## src/rtl/swfc_pkg.sv

```systemverilog
package swfc_pkg;
  // Per-byte comparison results against the four programmed patterns
  typedef struct packed {
    logic resume_a;
    logic resume_b;
    logic pause_a;
    logic pause_b;
  } hit_t;
endpackage

```

## src/rtl/swfc_match.sv

```systemverilog
module swfc_match
  import swfc_pkg::*;
#(
  parameter int W = 8
) (
  input  logic [W-1:0] byte_in,
  input  logic [W-1:0] resume_a,
  input  logic [W-1:0] resume_b,
  input  logic [W-1:0] pause_a,
  input  logic [W-1:0] pause_b,
  output hit_t         hit
);
  always_comb begin
    hit.resume_a = (byte_in == resume_a);
    hit.resume_b = (byte_in == resume_b);
    hit.pause_a  = (byte_in == pause_a);
    hit.pause_b  = (byte_in == pause_b);
  end
endmodule

```

## src/rtl/swfc_seq.sv

```systemverilog
module swfc_seq
  import swfc_pkg::*;
#(
  parameter int W = 8
) (
  input  logic         clk,
  input  logic         rst,
  input  logic         cfg_enable,
  input  logic         cfg_double,
  input  logic         rx_valid,
  input  logic [W-1:0] rx_data,
  input  hit_t         hit,
  output logic         lane0_v,
  output logic [W-1:0] lane0_d,
  output logic         lane1_v,
  output logic [W-1:0] lane1_d,
  output logic         det_pause,
  output logic         det_resume
);
  logic         hold_v, hold_on, hold_off;
  logic [W-1:0] hold_d;
  logic         nh_v, nh_on, nh_off;
  logic [W-1:0] nh_d;
  logic         first_hit;

  assign first_hit = hit.resume_a | hit.pause_a;

  always_comb begin
    lane0_v    = 1'b0;
    lane0_d    = '0;
    lane1_v    = 1'b0;
    lane1_d    = '0;
    det_pause  = 1'b0;
    det_resume = 1'b0;
    nh_v       = hold_v;
    nh_d       = hold_d;
    nh_on      = hold_on;
    nh_off     = hold_off;
    if (!cfg_enable || !cfg_double) begin
      nh_v   = 1'b0;
      nh_on  = 1'b0;
      nh_off = 1'b0;
      if (rx_valid) begin
        if (cfg_enable && hit.pause_a)       det_pause  = 1'b1;
        else if (cfg_enable && hit.resume_a) det_resume = 1'b1;
        else begin
          lane0_v = 1'b1;
          lane0_d = rx_data;
        end
      end
    end else if (rx_valid) begin
      if (hold_v && hold_off && hit.pause_b) begin
        det_pause = 1'b1;
        nh_v      = 1'b0;
      end else if (hold_v && hold_on && hit.resume_b) begin
        det_resume = 1'b1;
        nh_v       = 1'b0;
      end else begin
        if (hold_v) begin
          lane0_v = 1'b1;
          lane0_d = hold_d;
        end
        if (first_hit) begin
          nh_v   = 1'b1;
          nh_d   = rx_data;
          nh_on  = hit.resume_a;
          nh_off = hit.pause_a;
        end else begin
          nh_v = 1'b0;
          if (hold_v) begin
            lane1_v = 1'b1;
            lane1_d = rx_data;
          end else begin
            lane0_v = 1'b1;
            lane0_d = rx_data;
          end
        end
      end
    end
  end

  always_ff @(posedge clk) begin
    if (rst) begin
      hold_v   <= 1'b0;
      hold_on  <= 1'b0;
      hold_off <= 1'b0;
      hold_d   <= '0;
    end else begin
      hold_v   <= nh_v;
      hold_on  <= nh_on;
      hold_off <= nh_off;
      hold_d   <= nh_d;
    end
  end

  // no byte is held outside enabled two-byte mode
  assert_no_hold_single_R3: assert property (@(posedge clk) disable iff (rst)
    (!cfg_double || !cfg_enable) |=> !hold_v);
  // a byte that breaks a pair releases the held byte on the first lane
  assert_flush_held_R5: assert property (@(posedge clk) disable iff (rst)
    (cfg_enable && cfg_double && hold_v && rx_valid && !det_pause && !det_resume)
      |-> (lane0_v && lane0_d == hold_d));
endmodule

```

## src/rtl/swfc_gate.sv

```systemverilog
module swfc_gate (
  input  logic clk,
  input  logic rst,
  input  logic cfg_enable,
  input  logic cfg_any_resume,
  input  logic rx_valid,
  input  logic det_pause,
  input  logic det_resume,
  input  logic tx_boundary,
  output logic tx_enable,
  output logic evt_pause,
  output logic evt_resume
);
  logic halt_q, halt_d, txen_d;

  always_comb begin
    if (!cfg_enable)                              halt_d = 1'b0;
    else if (det_pause)                           halt_d = 1'b1;
    else if (det_resume || (cfg_any_resume && rx_valid)) halt_d = 1'b0;
    else                                          halt_d = halt_q;

    if (!halt_d)          txen_d = 1'b1;
    else if (tx_boundary) txen_d = 1'b0;
    else                  txen_d = tx_enable;
  end

  always_ff @(posedge clk) begin
    if (rst) begin
      halt_q     <= 1'b0;
      tx_enable  <= 1'b1;
      evt_pause  <= 1'b0;
      evt_resume <= 1'b0;
    end else begin
      halt_q     <= halt_d;
      tx_enable  <= txen_d;
      evt_pause  <= det_pause;
      evt_resume <= det_resume;
    end
  end

  // transmission stops only at a sampled character boundary
  assert_stop_at_boundary_R6: assert property (@(posedge clk) disable iff (rst)
    $fell(tx_enable) |-> $past(tx_boundary));
  // flow control off always re-opens the transmitter
  assert_disable_opens_R9: assert property (@(posedge clk) disable iff (rst)
    !cfg_enable |=> tx_enable);
  // events are exclusive and single-cycle
  assert_evt_exclusive_R10: assert property (@(posedge clk) disable iff (rst)
    $onehot0({evt_pause, evt_resume}));
  assert_evt_pulse_R10: assert property (@(posedge clk) disable iff (rst)
    (evt_pause || evt_resume) |=> !(evt_pause || evt_resume));
endmodule

```

## src/rtl/swfc_emit.sv

```systemverilog
module swfc_emit #(
  parameter int W = 8
) (
  input  logic         clk,
  input  logic         rst,
  input  logic         lane0_v,
  input  logic [W-1:0] lane0_d,
  input  logic         lane1_v,
  input  logic [W-1:0] lane1_d,
  output logic         fwd_valid,
  output logic [W-1:0] fwd_data
);
  logic         pend_v;
  logic [W-1:0] pend_d;

  always_ff @(posedge clk) begin
    if (rst) begin
      fwd_valid <= 1'b0;
      fwd_data  <= '0;
      pend_v    <= 1'b0;
      pend_d    <= '0;
    end else if (lane0_v) begin
      fwd_valid <= 1'b1;
      fwd_data  <= lane0_d;
      pend_v    <= lane1_v;
      pend_d    <= lane1_d;
    end else if (pend_v) begin
      fwd_valid <= 1'b1;
      fwd_data  <= pend_d;
      pend_v    <= 1'b0;
    end else begin
      fwd_valid <= 1'b0;
    end
  end

  // every forwarded byte comes from a lane or the pending slot
  assert_fwd_has_source_R5: assert property (@(posedge clk) disable iff (rst)
    fwd_valid |-> $past(lane0_v || pend_v));
endmodule

```

## src/rtl/swfc_detect.sv

```systemverilog
module swfc_detect
  import swfc_pkg::*;
#(
  parameter int W = 8
) (
  input  logic         clk,
  input  logic         rst,
  input  logic         cfg_enable,
  input  logic         cfg_double,
  input  logic         cfg_any_resume,
  input  logic [W-1:0] cfg_resume_a,
  input  logic [W-1:0] cfg_resume_b,
  input  logic [W-1:0] cfg_pause_a,
  input  logic [W-1:0] cfg_pause_b,
  input  logic         rx_valid,
  input  logic [W-1:0] rx_data,
  input  logic         tx_boundary,
  output logic         tx_enable,
  output logic         fwd_valid,
  output logic [W-1:0] fwd_data,
  output logic         evt_pause,
  output logic         evt_resume
);
  hit_t         hit;
  logic         lane0_v, lane1_v, det_pause, det_resume;
  logic [W-1:0] lane0_d, lane1_d;

  swfc_match #(.W(W)) u_match (
    .byte_in(rx_data), .resume_a(cfg_resume_a), .resume_b(cfg_resume_b),
    .pause_a(cfg_pause_a), .pause_b(cfg_pause_b), .hit(hit)
  );

  swfc_seq #(.W(W)) u_seq (
    .clk(clk), .rst(rst), .cfg_enable(cfg_enable), .cfg_double(cfg_double),
    .rx_valid(rx_valid), .rx_data(rx_data), .hit(hit),
    .lane0_v(lane0_v), .lane0_d(lane0_d), .lane1_v(lane1_v), .lane1_d(lane1_d),
    .det_pause(det_pause), .det_resume(det_resume)
  );

  swfc_gate u_gate (
    .clk(clk), .rst(rst), .cfg_enable(cfg_enable), .cfg_any_resume(cfg_any_resume),
    .rx_valid(rx_valid), .det_pause(det_pause), .det_resume(det_resume),
    .tx_boundary(tx_boundary), .tx_enable(tx_enable),
    .evt_pause(evt_pause), .evt_resume(evt_resume)
  );

  swfc_emit #(.W(W)) u_emit (
    .clk(clk), .rst(rst), .lane0_v(lane0_v), .lane0_d(lane0_d),
    .lane1_v(lane1_v), .lane1_d(lane1_d),
    .fwd_valid(fwd_valid), .fwd_data(fwd_data)
  );

  // received-byte strobes are separated by at least one idle cycle
  assert_strobe_spacing_R11: assert property (@(posedge clk) disable iff (rst)
    rx_valid |=> !rx_valid);
  // a pause detection never coincides with a forwarded byte
  assert_pause_dropped_R4: assert property (@(posedge clk) disable iff (rst)
    evt_pause |-> !fwd_valid);
endmodule

```

## config.mk

```make
export PLATFORM = sky130hd
export DESIGN_NAME = swfc_detect
export DESIGN_NICKNAME = d
export VERILOG_FILES = /design/src/rtl/swfc_pkg.sv /design/src/rtl/swfc_match.sv /design/src/rtl/swfc_seq.sv /design/src/rtl/swfc_gate.sv /design/src/rtl/swfc_emit.sv /design/src/rtl/swfc_detect.sv
export SDC_FILE = /design/constraint.sdc
export NUM_CORES = 1
export LEC_CHECK = 0
export BUFFER_PORTS_ARGS = -buffer_cell sky130_fd_sc_hd__buf_2
export CAP_MARGIN = 20
export CORE_MARGIN = 3
export CORE_UTILIZATION = 47
export CTS_CLUSTER_DIAMETER = 80
export DETAILED_ROUTE_END_ITERATION = 10
export GPL_ROUTABILITY_DRIVEN = 0
export MAX_ROUTING_LAYER = met4
export PLACE_DENSITY = 0.76
export SYNTH_ARGS = -nofsm -noshare
export SYNTH_HDL_FRONTEND = slang
export SYNTH_SLANG_ARGS = --single-unit
```

## constraint.sdc

```tcl
create_clock -name clk -period 2.2 [get_ports clk]
set_input_delay 0.33 -clock clk [delete_from_list [all_inputs] [get_ports clk]]
set_output_delay 0.33 -clock clk [all_outputs]
set_load 0.005 [all_outputs]
```

# --- Word-level counts from Yosys, hierarchy flattened ---
# Index checks and enable logic that the tools add are counted.
totals:
  out_inout_bits: 12
  latchBits: 0
  register_bits: 33
  wordCells: 88
  ram_bits: 0
  inputBits: 47
  rom_bits: 0
  n_memories: 0
op_classes:
  n_addsub: 0
  div: 0
  eq_ne: 4
  multipliers: 0
  bitwise: 7
  muxes: 48
  n_reduce_logical: 17
  magnitude_cmp: 0
  shift: 0
ops:
  columns: ["cell", "n"]
  rows:
  - ["two-way mux 8 bit", 18]
  - ["== test 8 bit", 4]
  - ["two-way mux 1 bit", 30]
  - ["logical AND 1 bit", 7]
  - ["OR reduction 7 bit", 1]
  - ["inverter 1 bit", 6]
  - ["AND reduction 5 bit", 1]
  - ["AND reduction 4 bit", 1]
  - ["OR reduction 2 bit", 2]
  - ["zero test 1 bit", 2]
  - ["logical OR 1 bit", 2]
  - ["nonzero test 2 bit", 1]
  - ["bitwise OR 1 bit", 1]

# --- Logic depth before layout (Yosys ltp) ---
# Gate-level depths: netlist of the first run.
depth:
  ltp_word: 12
  ltp_mapped: 9
  ltp_nobuf: 6

# --- Modules after synthesis ---
# Synthesis of the first run repeated with hierarchy kept, for this count alone.
unflattened:
  hier_cells: 240
  hier_area_um2: 2187.1
modules_own_cells:
  columns: ["mod", "cells_each", "seq_area_each_um2", "area_each_um2", "n_inst"]
  rows:
  - ["swfc_seq", 108, 220.2, 904.6, 1]
  - ["swfc_emit", 67, 360.3, 740.7, 1]
  - ["swfc_match", 52, 0.0, 415.4, 1]
  - ["swfc_gate", 13, 80.1, 126.4, 1]

# --- Worst setup path before layout of the first run ---
# OpenSTA, ideal clock, no wires.
synth_path:
  kind: "input-to-reg"
  from: "in rx_data[7]"
  to: "reg u_emit.pend_d[0]"
  arrival_ps: 1986
  setup_ps: 72
  t_required_ps: 2128
  path_slack_ps: 142
  stages: 9
  path_buffers: 3
  path_cell_list: "buf_4 xnor2_1 nand4_1 or3_4 and2_4 buf_6 o211ai_4 buf_12 mux2i_1"
synth_via:
  elab_chain_len: 7
  word_cells_on_any_way: 22
  cone_classes: "eq/ne: 4; mux: 13; bitwise: 1; reduce/logical: 4"
synth_lines:
  columns: ["element", "line", "rtl"]
  rows:
  - ["start: declaration", "swfc_detect.sv:16", "input logic [W-1:0] rx_data,"]
  - ["== test 8 bit (on tied branches)", "swfc_match.sv:14, swfc_match.sv:16", null]
  - ["bitwise OR 1 bit", "swfc_seq.sv:26", "assign first_hit = hit.resume_a | hit.pause_a;"]
  - ["two-way mux 8 bit / two-way mux 1 bit (equally long branches)", "swfc_seq.sv:63", "if (first_hit) begin"]
  - ["two-way mux 8 bit / two-way mux 1 bit (equally long branches)", "swfc_seq.sv:55", "end else if (hold_v && hold_on && hit.resume_b) begin"]
  - ["two-way mux 8 bit / two-way mux 1 bit (equally long branches)", "swfc_seq.sv:52", "if (hold_v && hold_off && hit.pause_b) begin"]
  - ["two-way mux 8 bit / two-way mux 1 bit (equally long branches)", "swfc_seq.sv:51", "end else if (rx_valid) begin"]
  - ["two-way mux 8 bit / two-way mux 1 bit (equally long branches)", "swfc_seq.sv:39", "if (!cfg_enable || !cfg_double) begin"]
  - ["end signal: assignment", "swfc_emit.sv:26", "pend_d <= lane1_d;"]
  - ["end: declaration", "swfc_emit.sv:14", "logic [W-1:0] pend_d;"]
# Parallel ways exist; a longest one is shown, timed or not.
# A chain may end at the register's enable or synchronous reset.

# --- Final worst setup path of the first run ---
layout_path:
  from: "in rx_data[3]"
  to: "reg u_emit.pend_d[3]"
# The elaborated chain is that of the path after synthesis.

==> results of run 1 <==
==> path summary, 6_finish.rpt <==
check | slack, ns | to | cells past startpoint
max | 0.30 | u_emit.pend_d[3] | 8
min | 0.23 | u_gate.tx_enable | 2
min reg2reg | 0.47 | u_gate.tx_enable | 2
max reg2reg | 0.45 | u_emit.pend_d[3] | 6
==> metal layers <==
layer	track usage, %	vias up	part of all wire [%]
met5	-	-	0
met4	9.02	0	2.2
met3	4.82	9	6.2
met2	33.6	65	47
met1	26.0	851	44
li1	-	940	-
==> cells by family after synthesis <==
group | Yosys count
AO/OA/AOI/OAI | 29
XOR/XNOR | 32
multiplexers | 25
AND/OR/NAND/NOR | 93
buffers and inverters | 23
flip-flops | 33
==> cells in the final DEF (no fill, tap or decap), types with 2 or more instances in the layout <==
cell type,Yosys,final
a21o_1,8,8
a221oi_1,8,8
and3_1,9,9
buf_12,1,2
buf_2,1,58
buf_4,1,15
clkbuf_8,0,6
dfxtp_1,33,33
inv_1,3,3
mux2i_1,24,24
nand2_1,19,19
nand2b_1,25,25
nand3_1,15,15
nand4_1,5,5
nor2_1,4,4
nor2b_1,2,2
nor3_1,5,5
nor4_1,2,2
o21ai_0,2,2
o31a_1,2,2
xnor2_1,17,17
xor2_1,15,15
==> sequential cells by signal, summed over array words and instances (netlist names) <==
register           count
u_gate.tx_enable       1
u_seq.hold_v           1
u_gate.evt_resume      1
u_seq.hold_off         1
u_emit.fwd_valid       1
u_gate.evt_pause       1
u_gate.halt_q          1
u_emit.pend_v          1
u_seq.hold_on          1
u_emit.pend_d          8
u_emit.fwd_data        8
u_seq.hold_d           8
==> area by class of cell <==
| type | count | area, um^2 | share of cell area, % |
|---|---|---|---|
| Inverter | 3 | 11.3 | 0.439 |
| Sequential cell | 33 | 661 | 25.7 |
| Timing Repair Buffer | 75 | 443 | 17.3 |
| Clock buffer | 7 | 86.3 | 3.36 |
| Tap cell | 50 | 62.6 | 2.44 |
| Multi-Input combinational cell | 179 | 1300 | 50.8 |
==> where the power goes <==
| group | internal [mW] | switching (mW) |
|---|---|---|
| Sequential | 0.611 | 0.00574 |
| Clock | 0.248 | 0.202 |
| Combinational | 0.117 | 0.111 |
==> per-stage QoR <==
stage	setup WS [ns]	power, mW	hold WS (ns)
2_1_floorplan	0.142	0.776	0.430
3_3_place_gp	0.0759	0.856	0.457
3_5_place_dp	-0.0131	0.859	0.464
4_1_cts	0.288	1.31	0.229
5_1_grt	0.00807	1.36	0.234
6_report	0.302	1.29	0.233
==> results.yml, run 1 <==
floorplanning:
  fp.coreArea_mm2: 0.00417
  num_io_pins: 59
  dieArea_mm2: 0.00536
  initial_core_util_pct: 50.9
  die_w_um: 73.2
  die_y_um: 73.2
  row_count: 23
setup_path:
  cp_max_fo: 18
  critPathMaxStageDelay_ns: 0.41
  worstPathArrival_ns: 2.11
  crit_path_start_kind: "input port"
  cpMaxStageDelayCell: "nor4_1"
  crit_required_ns: 2.41
  critPathCaptureType: "flop"
  path_class: "in -> reg"
  path_delay_family: "simple AND/OR/NAND/NOR gates"
  reg2reg_from: "u_seq.hold_v"
  startpoint: "rx_data[3]"
  path_cells: "buf_2 > xor2_1 > nor4_1 > and2_1 > o211ai_2 > o211ai_4 > buf_12 > mux2i_1"
  crit_buf_inv: 2
timing:
  final.setup.tns_ns: 0
  hold_viol: 0
  setup_violations: 0
  tightest_slew_ns: 0.886
  fmax_mhz: 527
  fin_crit_ns: 1.90
  rsz0062_at_grt: "false"
  worst_slew_margin_rel_pct: 40.5
  drv_slew: 0
  period_share_pct: 86.3
  skew_ns: 0.00346
job:
  maxCapViolations: 0
yosys:
  ys_ff_latch: 33
  syn-num-nets: 282
  synthSimpleGateAreaFrac_pct: 24.8
  yosysMostFrequentCell: "dfxtp_1"
  synth_area_mm2: 0.00212
  yosysTopAreaCell: "dfxtp_1"
  ys_types: 41
  yosys-top-cells-area: "dfxtp_1, mux2i_1, nand2b_1, xnor2_1, xor2_1"
  synth_top_family_by_area: "simple AND/OR/NAND/NOR gates"
  synth-edff-count: 0
  synth_flop_cell: "dfxtp_1"
  synth_compound_area_share_pct: 11.5
  synth_common_cells: "dfxtp_1, nand2b_1, mux2i_1"
  synthMuxAreaShare_pct: 11.8
  synthArstFlopShare_pct: 0
  synth-adder-area-share_pct: 0
  synth_top_cell_area_share_pct: 31.1
  yosys_warnings: 0
  postSynthCellCount: 235
  ys_seq_area_share_pct: 31.1
  synth_xor_area_share_pct: 13.2
  synth.avg_cell_area_um2: 9.04
clock_network:
  htree_levels: 2
  clock_path_buffers: 2
  root_buffer: "clkbuf_8"
  cts_setup_buffers: 0
  clkSinkCount: 33
  tritoncts: "done"
  clock_latency_ns: 0.28
  numCtsBuffers: 5
  cts_hold_buf: 0
  post_cts.resized_instances: 0
  clk_pin_slew_ns: 0.06
grt:
  grt_pass1_wl_um: 8470
  grt_max_degree: 37
  grt_overflow_total: 0
  grt_usage_pct: 21.3
  grt_pass1_vias: 1845
  antenna_found_initial: 0
placement:
  placed_cell_area_mm2: 0.00248
  hpwlAfterDp_um: 3890
  post-place-cells: 340
  portBuffers: 58
power_and_ir_drop:
  peakVddDrop_mv: 0.272
  power.leakage_nw: 1.05
  powerDensity_mw_per_mm2: 504
route:
  wire_per_inst_um: 14.4
  antenna_left: 0
  drc_errors: 0
  vias: 1865
  first_pass_iters: 4
  avgViaCountPerCell: 5.37
  drtIter0Drc: 77
  wl_um: 5010
worst_hold_path:
  hold_start: "tx_boundary"
  hold_class: "in -> reg"
finish:
  fin_area_mm2: 0.00257
  fillers: 386
  area_growth_pct: 20.9
  nNetsFinal: 344
  drive_gt1_share_pct: 29.6
  final_cells: 347
  diodes: 0
  final_util_pct: 61.5
run_status:
  status: "finished clean"
Power figures use the tool's default switching activity.
==> run 2: changes to the inputs <==
- ABC_AREA: default -> 1
- CORE_UTILIZATION: 47 -> 49
- PLACE_DENSITY: 0.76 -> 0.77
==> results.yml, run 2 <==
run_status:
  status: "finished clean"
clock_network:
  clock_latency_ns: 0.29
  clkSinkCount: 33
  tritoncts: "done"
  post_cts.resized_instances: 0
  numCtsBuffers: 5
  root_buffer: "clkbuf_8"
  cts_hold_buf: 0
  cts_setup_buffers: 0
  clk_pin_slew_ns: 0.07
  clock_path_buffers: 2
  htree_levels: 2
timing:
  fmax_mhz: 563
  holdWs_ns: 0.298
  hold_viol: 0
  worst_slack_ns: 0.425
  fin_crit_ns: 1.78
  skew_ns: 0.00658
  period_share_pct: 80.7
  tightest_slew_ns: 0.499
  worst_slew_margin_rel_pct: 66.7
  final.setup.tns_ns: 0
  setup_violations: 0
  drv_slew: 0
  rsz0062_at_grt: "false"
setup_path:
  path_class: "in -> reg"
  worstPathArrival_ns: 1.95
  cp_max_fo: 26
  crit_path_start_kind: "input port"
  critPathCaptureType: "flop"
  crit_required_ns: 2.38
placement:
  hpwlAfterDp_um: 5060
  post-place-ws_ns: 0.136
  portBuffers: 58
  post-place-cells: 528
finish:
  nNetsFinal: 517
  top_regs: "u_emit.fwd_data: 8 flops, u_emit.pend_d: 8 flops, u_seq.hold_d: 8 flops"
  diodes: 0
  area_growth_pct: 16.8
  drive_gt1_share_pct: 20.0
  final_common_cell: "nand2_1"
  final_cells: 536
  mostFrequentLayoutCells: "nand2_1, buf_2, inv_1"
floorplanning:
  die_w_um: 76.3
  fp.coreArea_mm2: 0.00456
  die_y_um: 76.3
  dieArea_mm2: 0.00583
  initial_core_util_pct: 53.1
  num_io_pins: 59
  row_count: 24
route:
  drtIter0Drc: 226
  avgViaCountPerCell: 5.03
  drc_errors: 0
  first_pass_iters: 4
  wire_per_inst_um: 12.4
  antenna_left: 0
  vias: 2698
  wl_um: 6640
yosys:
  synth-edff-count: 0
  synthArstFlopShare_pct: 0
  yosysTopAreaCell: "dfxtp_1"
  yosys_warnings: 0
  postSynthCellCount: 415
  ys_ff_latch: 33
  yosysMostFrequentCell: "nand2_1"
  ys_types: 29
  synth_flop_cell: "dfxtp_1"
  ys_seq_area_share_pct: 27.3
  syn-num-nets: 462
  synth_top_cell_area_share_pct: 27.3
  synth_area_mm2: 0.00242
  synth.avg_cell_area_um2: 5.84
  synth_common_cells: "nand2_1, inv_1, nor2_1"
  yosys-top-cells-area: "dfxtp_1, nand2_1, nand3_1, inv_1, nor2_1"
power_and_ir_drop:
  seq_power_share_pct: 41.0
  p_int_mw: 1.09
  pwr-share-comb_pct: 19.4
  total_power_mw: 1.50
  power.share.clock_pct: 39.6
  p_switching_mw: 0.406
  peakVddDrop_mv: 0.317
  swShare_pct: 27.1
  power.leakage_nw: 1.58
  powerDensity_mw_per_mm2: 529
grt:
  grt_overflow_total: 0
  grt_usage_pct: 23.4
  grt_pass1_wl_um: 10800
  grt_max_degree: 27
  grt_pass1_vias: 2460
  antenna_found_initial: 0
worst_hold_path:
  hold_class: "in -> reg"
job:
  maxCapViolations: 0
==> run 2: cell families after synthesis <==
kind of cell / Yosys count / share of synthesized area [%]
flops: 33 / 27.3
buf+inv: 79 / 15.3
compound gates: 48 / 10.1
xor+xnor: 13 / 4.70
simple gates: 242 / 42.6
==> run 2: metal layers <==
metal  track usage, %  vias up  share of wire, %
met1             26.0     1176                40
met4             11.2        0               2.8
met2             40.3      118                49
met3             4.14       15               8.5
li1                 -     1389                 -
met5                -        -                 0
==> run 2: worst paths after layout <==
| path | slack, ns | cells after the start | startpoint | endpoint |
|---|---|---|---|---|
| max reg2reg | 0.47 | 13 | u_seq.hold_v | u_emit.pend_d[1] |
| max | 0.42 | 15 | rx_data[1] | u_emit.pend_d[1] |
| min | 0.30 | 2 | cfg_enable | u_gate.tx_enable |
| min reg2reg | 0.48 | 2 | u_emit.pend_d[4] | u_emit.pend_d[4] |
==> run 2: stage by stage <==
stage | util (%) | instance area (um^2)
floorplan | - | 2420
global placement | 59.5 | 2710
detailed placement | 59.5 | 2710
CTS | 62.0 | 2830
global route | 62.0 | 2830
finish | 62.0 | 2830
==> run 2: power groups by stage <==
stage          sequential [mW]  clock (mW)  combinational (mW)
6_report                 0.614       0.594               0.291
5_1_grt                  0.616       0.632               0.327
4_1_cts                  0.614       0.595               0.289
3_5_place_dp             0.628           0               0.288
3_3_place_gp             0.627           0               0.287
2_1_floorplan            0.630           0               0.190
==> run 2: cell type report <==
class	count	area [um^2]
sequential	33	661
fill	462	1730
tap	65	81.3
multi-input combinational	303	1390
timing repair buffer	64	335
clock buffer	7	86.3
clock inverter	1	30.0
inverter	63	245
==> run 2: worst max-delay path, cell delays in order <==
cell and delay, ns:
buf_2 0.17, inv_2 0.16, nand2_1 0.07, nand2_1 0.05, nand2_1 0.07, nor2_1 0.16, nand2_2 0.11, nand2_2 0.12
nand2_1 0.06, nand2_1 0.07, nand2_2 0.06, nand2_4 0.22, inv_4 0.10, nand3_4 0.13, o21ai_1 0.07
